$ cat config.mk
export PLATFORM = sky130hd
export DESIGN_NAME = cal_ctrl
export DESIGN_NICKNAME = d
export VERILOG_FILES = /design/src/rtl/cal_pkg.sv /design/src/rtl/cal_line_avg.sv /design/src/rtl/cal_ofs_calc.sv /design/src/rtl/cal_gain_div.sv /design/src/rtl/cal_ctrl.sv
export SDC_FILE = /design/constraint.sdc
export NUM_CORES = 1
export LEC_CHECK = 0
export BUFFER_PORTS_ARGS = -buffer_cell sky130_fd_sc_hd__buf_2
export CORE_UTILIZATION = 32
export DETAILED_ROUTE_END_ITERATION = 8
export PLACE_DENSITY = 0.56
export SLEW_MARGIN = 15
export SYNTH_ARGS = -nofsm -noshare
export SYNTH_HDL_FRONTEND = slang
export SYNTH_SLANG_ARGS = --single-unit
$ cat constraint.sdc
create_clock -name clk_i -period 6.2 [get_ports clk_i]
set_input_delay 1.86 -clock clk_i [delete_from_list [all_inputs] [get_ports clk_i]]
set_output_delay 1.86 -clock clk_i [all_outputs]
set_load 0.02 [all_outputs]
$ cat src/rtl/cal_pkg.sv
package cal_pkg;
  localparam int ADDR_W = 3;
  localparam logic [ADDR_W-1:0] ADDR_CFG   = 3'd0;
  localparam logic [ADDR_W-1:0] ADDR_OFS0  = 3'd1;
  localparam logic [ADDR_W-1:0] ADDR_GAIN0 = 3'd4;

  typedef enum logic [3:0] {
    ST_IDLE, ST_INIT, ST_DARK, ST_OFS, ST_WHITE, ST_GDIV, ST_GWR, ST_DONE, ST_ERR
  } cal_state_e;
endpackage

$ cat src/rtl/cal_line_avg.sv
module cal_line_avg #(
  parameter int NCH   = 3,
  parameter int DW    = 12,
  parameter int NSAMP = 64,
  parameter int CW    = 2
) (
  input  logic                   clk_i,
  input  logic                   rst_ni,
  input  logic                   clear_i,
  input  logic                   en_i,
  input  logic                   valid_i,
  input  logic [CW-1:0]          chan_i,
  input  logic [DW-1:0]          data_i,
  output logic [NCH-1:0][DW-1:0] mean_o
);
  localparam int SHIFT = $clog2(NSAMP);
  localparam int SW    = DW + SHIFT;
  localparam int NW    = $clog2(NSAMP + 1);

  for (genvar g = 0; g < NCH; g++) begin : g_ch
    logic [SW-1:0] sum_q;
    logic [NW-1:0] cnt_q;
    logic          take;

    assign take = en_i && valid_i && (chan_i == CW'(g)) && (cnt_q < NW'(NSAMP));

    always_ff @(posedge clk_i or negedge rst_ni) begin
      if (!rst_ni) begin
        sum_q <= '0;
        cnt_q <= '0;
      end else if (clear_i) begin
        sum_q <= '0;
        cnt_q <= '0;
      end else if (take) begin
        sum_q <= sum_q + SW'(data_i);
        cnt_q <= cnt_q + 1'b1;
      end
    end

    assign mean_o[g] = sum_q[SW-1:SHIFT];
  end
endmodule

$ cat src/rtl/cal_ofs_calc.sv
module cal_ofs_calc #(
  parameter int DW = 12,
  parameter int OW = 8
) (
  input  logic [DW-1:0] mean_i,
  input  logic [OW-1:0] cur_i,
  output logic [OW-1:0] new_o
);
  localparam int PW = (DW + 3 > OW) ? DW + 3 : OW;

  logic [PW-1:0] m5;
  logic [PW-1:0] corr;
  logic [PW-1:0] cur_w;

  // 5/8 code step per LSB, round half up
  assign m5    = PW'({mean_i, 2'b00}) + PW'(mean_i) + PW'(4);
  assign corr  = m5 >> 3;
  assign cur_w = PW'(cur_i);
  assign new_o = (cur_w > corr) ? OW'(cur_w - corr) : '0;
endmodule

$ cat src/rtl/cal_gain_div.sv
module cal_gain_div #(
  parameter int NW  = 18,
  parameter int QW  = 6,
  parameter int DEN = 4095
) (
  input  logic          clk_i,
  input  logic          rst_ni,
  input  logic          start_i,
  input  logic [NW-1:0] num_i,
  output logic          done_o,
  output logic [QW-1:0] q_o
);
  localparam int RW = NW + 1;

  logic [RW-1:0] rem_q;
  logic          run_q;

  always_ff @(posedge clk_i or negedge rst_ni) begin
    if (!rst_ni) begin
      rem_q  <= '0;
      q_o    <= '0;
      run_q  <= 1'b0;
      done_o <= 1'b0;
    end else if (start_i) begin
      rem_q  <= RW'(num_i) + RW'(DEN / 2);
      q_o    <= '0;
      run_q  <= 1'b1;
      done_o <= 1'b0;
    end else if (run_q) begin
      if (rem_q >= RW'(DEN)) begin
        rem_q <= rem_q - RW'(DEN);
        q_o   <= q_o + 1'b1;
      end else begin
        run_q  <= 1'b0;
        done_o <= 1'b1;
      end
    end else begin
      done_o <= 1'b0;
    end
  end
endmodule

$ cat src/rtl/cal_ctrl.sv
module cal_ctrl #(
  parameter int NCH      = 3,
  parameter int DW       = 12,
  parameter int CW       = 2,
  parameter int RW       = 8,
  parameter int GW       = 5,
  parameter int NSAMP    = 64,
  parameter int MAX_ITER = 4,
  parameter int OFS_INIT = 192
) (
  input  logic                      clk_i,
  input  logic                      rst_ni,
  input  logic                      start_i,
  input  logic [RW-1:0]             mode_i,
  output logic                      wr_valid_o,
  input  logic                      wr_ready_i,
  output logic [cal_pkg::ADDR_W-1:0] wr_addr_o,
  output logic [RW-1:0]             wr_data_o,
  input  logic                      smp_valid_i,
  input  logic [CW-1:0]             smp_chan_i,
  input  logic [DW-1:0]             smp_data_i,
  input  logic                      line_start_i,
  input  logic                      line_end_i,
  output logic                      scan_dark_o,
  output logic                      scan_white_o,
  output logic                      busy_o,
  output logic                      done_o,
  output logic                      err_o
);
  import cal_pkg::*;

  localparam int AW    = ADDR_W;
  localparam int FULL  = (1 << DW) - 1;
  localparam int THR   = FULL - FULL / 50;
  localparam int KG    = 40;              // gain = KG/(KG - X)
  localparam int KW    = $clog2(KG + 1);
  localparam int GMAX  = (1 << GW) - 1;
  localparam int PNW   = KW + DW;
  localparam int NINIT = 1 + 2 * NCH;
  localparam int IDXW  = $clog2(NINIT);
  localparam int CIW   = (NCH > 1) ? $clog2(NCH) : 1;
  localparam int ITW   = $clog2(MAX_ITER + 1);

  cal_state_e                st_q;
  logic [IDXW-1:0]           idx_q;
  logic [ITW-1:0]            iter_q;
  logic                      in_line_q;
  logic                      div_run_q;
  logic [NCH-1:0][RW-1:0]    off_q;
  logic [NCH-1:0][GW-1:0]    gain_q;

  logic                      waiting;
  logic                      avg_clear;
  logic                      avg_en;
  logic [NCH-1:0][DW-1:0]    mean_v;
  logic [NCH-1:0][RW-1:0]    ofs_new;
  logic [NCH-1:0]            close_v;
  logic                      all_close;
  logic [CIW-1:0]            chi;
  logic [CIW-1:0]            ofs_sel;
  logic [CIW-1:0]            gain_sel;
  logic [KW-1:0]             head;
  logic [PNW-1:0]            div_num;
  logic                      div_start;
  logic                      div_done;
  logic [KW-1:0]             div_q;
  logic [KW-1:0]             gsum;
  logic [GW-1:0]             gsat;
  logic                      wr_acc;
  logic                      last_ch;

  assign waiting   = (st_q == ST_DARK) || (st_q == ST_WHITE);
  assign avg_clear = waiting && line_start_i;
  assign avg_en    = in_line_q && !line_end_i;

  cal_line_avg #(.NCH(NCH), .DW(DW), .NSAMP(NSAMP), .CW(CW)) u_avg (
    .clk_i   (clk_i),
    .rst_ni  (rst_ni),
    .clear_i (avg_clear),
    .en_i    (avg_en),
    .valid_i (smp_valid_i),
    .chan_i  (smp_chan_i),
    .data_i  (smp_data_i),
    .mean_o  (mean_v)
  );

  for (genvar g = 0; g < NCH; g++) begin : g_ch
    cal_ofs_calc #(.DW(DW), .OW(RW)) u_ofs (
      .mean_i (mean_v[g]),
      .cur_i  (off_q[g]),
      .new_o  (ofs_new[g])
    );
    assign close_v[g] = mean_v[g] >= DW'(THR);
  end

  assign all_close = &close_v;

  assign chi      = idx_q[CIW-1:0];
  assign ofs_sel  = CIW'(idx_q - IDXW'(1));
  assign gain_sel = CIW'(idx_q - IDXW'(NCH + 1));
  assign last_ch  = (idx_q == IDXW'(NCH - 1));

  assign head      = KW'(KG) - KW'(gain_q[chi]);
  assign div_num   = PNW'(head) * PNW'(mean_v[chi]);
  assign div_start = (st_q == ST_GDIV) && !div_run_q;

  cal_gain_div #(.NW(PNW), .QW(KW), .DEN(FULL)) u_div (
    .clk_i   (clk_i),
    .rst_ni  (rst_ni),
    .start_i (div_start),
    .num_i   (div_num),
    .done_o  (div_done),
    .q_o     (div_q)
  );

  assign gsum = KW'(KG) - div_q;
  assign gsat = (gsum > KW'(GMAX)) ? GW'(GMAX) : gsum[GW-1:0];

  always_comb begin
    wr_valid_o = 1'b0;
    wr_addr_o  = '0;
    wr_data_o  = '0;
    unique case (st_q)
      ST_INIT: begin
        wr_valid_o = 1'b1;
        wr_addr_o  = AW'(idx_q);
        if (idx_q == '0)                   wr_data_o = mode_i;
        else if (idx_q <= IDXW'(NCH))      wr_data_o = off_q[ofs_sel];
        else                               wr_data_o = RW'(gain_q[gain_sel]);
      end
      ST_OFS: begin
        wr_valid_o = 1'b1;
        wr_addr_o  = ADDR_OFS0 + AW'(idx_q);
        wr_data_o  = off_q[chi];
      end
      ST_GWR: begin
        wr_valid_o = 1'b1;
        wr_addr_o  = ADDR_GAIN0 + AW'(idx_q);
        wr_data_o  = RW'(gain_q[chi]);
      end
      default: ;
    endcase
  end

  assign wr_acc = wr_valid_o && wr_ready_i;

  always_ff @(posedge clk_i or negedge rst_ni) begin
    if (!rst_ni) begin
      st_q      <= ST_IDLE;
      idx_q     <= '0;
      iter_q    <= '0;
      in_line_q <= 1'b0;
      div_run_q <= 1'b0;
      off_q     <= '0;
      gain_q    <= '0;
    end else begin
      unique case (st_q)
        ST_IDLE, ST_DONE, ST_ERR: begin
          if (start_i) begin
            st_q      <= ST_INIT;
            idx_q     <= '0;
            iter_q    <= '0;
            in_line_q <= 1'b0;
            off_q     <= {NCH{RW'(OFS_INIT)}};
            gain_q    <= '0;
          end
        end
        ST_INIT: begin
          if (wr_acc) begin
            if (idx_q == IDXW'(NINIT - 1)) begin
              st_q  <= ST_DARK;
              idx_q <= '0;
            end else begin
              idx_q <= idx_q + 1'b1;
            end
          end
        end
        ST_DARK, ST_WHITE: begin
          if (line_start_i) begin
            in_line_q <= 1'b1;
          end else if (line_end_i && in_line_q) begin
            in_line_q <= 1'b0;
            idx_q     <= '0;
            if (st_q == ST_DARK) begin
              off_q <= ofs_new;
              st_q  <= ST_OFS;
            end else if (all_close) begin
              st_q <= ST_DONE;
            end else begin
              st_q <= ST_GDIV;
            end
          end
        end
        ST_OFS: begin
          if (wr_acc) begin
            if (last_ch) begin
              st_q  <= ST_WHITE;
              idx_q <= '0;
            end else begin
              idx_q <= idx_q + 1'b1;
            end
          end
        end
        ST_GDIV: begin
          if (!div_run_q) begin
            div_run_q <= 1'b1;
          end else if (div_done) begin
            gain_q[chi] <= gsat;
            div_run_q   <= 1'b0;
            if (last_ch) begin
              st_q  <= ST_GWR;
              idx_q <= '0;
            end else begin
              idx_q <= idx_q + 1'b1;
            end
          end
        end
        ST_GWR: begin
          if (wr_acc) begin
            if (last_ch) begin
              idx_q <= '0;
              if (iter_q == ITW'(MAX_ITER - 1)) begin
                st_q <= ST_ERR;
              end else begin
                iter_q <= iter_q + 1'b1;
                st_q   <= ST_DARK;
              end
            end else begin
              idx_q <= idx_q + 1'b1;
            end
          end
        end
        default: st_q <= ST_IDLE;
      endcase
    end
  end

  assign scan_dark_o  = (st_q == ST_DARK);
  assign scan_white_o = (st_q == ST_WHITE);
  assign done_o       = (st_q == ST_DONE);
  assign err_o        = (st_q == ST_ERR);
  assign busy_o       = !((st_q == ST_IDLE) || (st_q == ST_DONE) || (st_q == ST_ERR));
endmodule

==> reports/summary.txt <==
=====================================================================================
TritonCTS Buffers ......................................................           17
Share of the synthesized area in the top cell type .....................        25.8%
Share of synthesized area spent on multiplexers ........................        2.91%
Data arrival, critical path ............................................      6160 ps
Initial core utilization ...............................................        32.6%
Count of distinct cell types in the synthesized netlist ................           80
Clock transition at the registers of the reported paths ................        70 ps
HP Start ...............................................................   gain_q[12]
Leakage power total ....................................................      7.74 nW
Number of ports placed on the die boundary .............................           46
GRT Total Usage ........................................................        17.6%
Final setup TNS ........................................................         0 ps
Row Count ..............................................................           78
Sum of routed wire length over all layers ..............................     40400 um
Share of synthesized registers carrying an async set or reset ..........         100%
Final weighted congestion in routability-driven placement ..............        0.906
Routed WL per cell .....................................................      16.9 um
Slack of the critical path .............................................       361 ps
Number of global-route vias before repair ..............................        12500
Worst slew pin tran ....................................................      1020 ps
First-pass GRT wire length .............................................     66200 um
Maximum single-stage delay on the critical path ........................       550 ps
Sinks on the clock net .................................................          153
Startpoint of the lowest-slack register-to-register path ...............     idx_q[1]
Final design utilization ...............................................        36.3%
Initial antenna violation count ........................................            3
Complex-gate fraction of the synthesized area ..........................        20.3%
Maximum level of the CTS H-tree ........................................            4
Hpwl dp ................................................................     31500 um
Cell occurring most often along the worst timing path ..................         fa_1
Synthesized instance count .............................................         1722
Flop and latch count out of synthesis ..................................          153
Tmin final .............................................................      5840 ps
Syn_nets ...............................................................         1977
Syn-to-layout area delta ...............................................        11.3%
Layout Nets ............................................................         2029
CP max-delay cell ......................................................         fa_1
Synthesized area .......................................................    14800 um2
Main flop type after synthesis .........................................      dfrtp_1
Largest clock skew in the final design .................................      12.8 ps
Vertical die dimension .................................................       217 um
Largest net degree at the start of global routing ......................           87
Final hold slack .......................................................       522 ps
PwrDens ................................................................   460 nW/um2
Final Max Tran Viols ...................................................            0
Ordered cell list for the critical path ................................ mux2i_1, nor2_1, a21o_2, inv_1, buf_4, ha_1, xnor2_1, buf_4, nor2b_1, fa_1, fa_1, fa_1, inv_1, fa_1, inv_1, ha_1, a2111oi_2, o21ai_1, a41oi_2, nor3_1, or3_1, xnor2_1, a21oi_1
Placed cell areas ......................................................    15900 um2
Synth Area in Adders ...................................................        21.7%
Critical path class .................................................... register to register
First-pass iteration count of the detailed router ......................            6
Req. time, crit path ...................................................      6520 ps
Final Instance Count excl. Fillers .....................................         2385
RSZ-0062 raised after global routing ...................................           no
Area inside the core boundary ..........................................    45500 um2
Commonest cells in the netlist ......................................... 185 x nand2_1, 174 x ha_1, 166 x nor2_1
Placed Cells ...........................................................         2355
Sequential fraction of the synthesis area ..............................        25.8%
Horizontal extent of the die ...........................................       217 um
Storage element area ...................................................     3830 um2
Per-instance average area after synthesis ..............................     8.60 um2
Start point of the critical path .......................................     idx_q[1]
Clock Latency Late Sink ................................................       460 ps
Number of enable-type register cells in the synthesized netlist ........            0
Maximum number of buffers from clock root to sink ......................            2
Period utilization .....................................................        94.2%
Fraction of synthesized cell area in xor and xnor cells ................        7.27%
Total of max-cap violations ............................................            0
DR vias ................................................................        12700
Max Fanout on Critical Path ............................................           11
Cell taking the most area after synthesis ..............................      dfrtp_1
FMAX ...................................................................      171 MHz
Worst IR Drop VDD ......................................................   0.000233 V
Headroom to the max-slew limit .........................................        30.1%
Area of all placed cells without fillers ...............................    16500 um2
Area of the die ........................................................    47200 um2
Post-synthesis share of cell area spent on and, or, nand and nor gates .        17.5%
Main combinational cell family by area after synthesis .................  adder cells
Crit path capture type .................................................     register
Ratio of routed vias to standard cells .................................         5.34
Fill cell instance count of the final layout ...........................         4734
Port-buffer cells ......................................................           45
Startpoint kind of the worst setup timing path .........................     register
CTS tree ...............................................................        built
CTS Root Buffer Type ...................................................    clkbuf_16
Final Hold Fails .......................................................            0
Most frequently used cell type in the post-synthesis netlist ...........      nand2_1
Yosys warning count ....................................................            0
Fraction of layout instances using a drive strength above 1 ............        9.13%
Area used by multi-input combinational logic ...........................    10400 um2
Remaining global-route overflow ........................................            0
Final setup viols ......................................................            0
Violation count after the first detailed-route iteration ...............          935
Sum of internal, switching and leakage power ...........................      7.59 mW
Outcome ................................................................ complete, no violations
Post-place setup slack .................................................       132 ps
Final antenna-violating net count ......................................            0
Number of antenna diodes ...............................................            0
Number of DRC violations after detailed routing ........................            0
Hold Path Class ........................................................ register to register
Leading cell types by total area after synthesis ....................... dfrtp_1 26%, ha_1 15%, fa_1 7.0%
=====================================================================================
[worst max-delay path: cells and delay by family (launching register included)]
family	cells	cell delay, ps
AO/OA/AOI/OAI	5	1100
multiplexers	1	240
adder cells (fa/ha/maj)	6	2450
flip-flops	1	480
buffers and inverters	5	530
AND/OR/NAND/NOR	4	590
XOR/XNOR	2	300
[worst paths after layout]
kind | depth (start not counted) | slack, ps | endpoint
max reg2reg | 23 | 360 | u_div.rem_q[17]
max in group asynchronous | 2 | 3610 | idx_q[1]
max | 23 | 360 | u_div.rem_q[17]
min reg2reg | 1 | 520 | gain_q[12]
min | 1 | 520 | gain_q[12]
min in group asynchronous | 1 | 1420 | iter_q[2]
[power breakdown]
group / internal [mW] / switching [mW] / leakage, nW
registers: 1.27 / 0.398 / 2.04
logic: 2.04 / 2.81 / 5.42
clock network: 0.621 / 0.451 / 0.281
total: 3.93 / 3.66 / 7.74
[placed cells by master (no fill, tap or decap), types with 18 or more instances in the layout]
cell type,n
a22o_1,23
ha_1,174
nor3_1,24
fa_1,52
nor2b_1,29
mux2i_1,33
a211oi_1,18
xor2_1,69
nand2b_1,23
nand3_1,28
o21a_1,25
dfrtp_1,152
buf_4,40
nor2_1,165
a21oi_1,132
a21o_1,33
o21ai_0,88
nand2_1,185
buf_2,44
xnor2_1,53
inv_1,114
[metal layers]
| metal | share of wire, % | vias to the layer above | GRT usage [%] | routed length (um) |
|---|---|---|---|---|
| met5 | 0.084 | - | 0 | 34 |
| met4 | 1.5 | 6 | 4.32 | 618 |
| met3 | 5.4 | 48 | 3.42 | 2200 |
| met2 | 44 | 296 | 27.3 | 17800 |
| met1 | 49 | 6179 | 24.9 | 19800 |
| li1 | - | 6206 | - | - |
[state kept, by name, indices dropped and copies added (netlist names)]
name and count:
u_div.rem_q 19, u_div.done_o 1, st_q 4, u_div.q_o 6
idx_q 3, off_q 24, div_run_q 1, gain_q 15
u_div.run_q 1, iter_q 3, u_avg.g_ch.sum_q 54, in_line_q 1
u_avg.g_ch.cnt_q 21
[what timing repair did]
item / CTS / global route
resized for setup: 0 / 6
endpoints found under the setup margin: 0 / 5
hold buffers: 0 / 0
setup buffers: 0 / 0
[logic make-up (layout without fill, tap and decap cells)]
logic type / count (synthesis) / count (layout)
simple gates: 549 / 549
compound gates: 461 / 461
fa+ha+maj: 226 / 226
buf+inv: 168 / 231
flops: 153 / 153
xor+xnor: 123 / 123
mux: 42 / 42
[area by class of cell]
type                    instances  share of cell area (%)
multi-input cells            1401                    62.8
flip-flops and latches        153                    23.2
well taps                     600                    4.55
repair buffers                 85                    3.22
clock buffers                  20                    2.83
inverters                     116                    2.65
clock inverters                10                   0.721
Power figures use the tool's default switching activity.
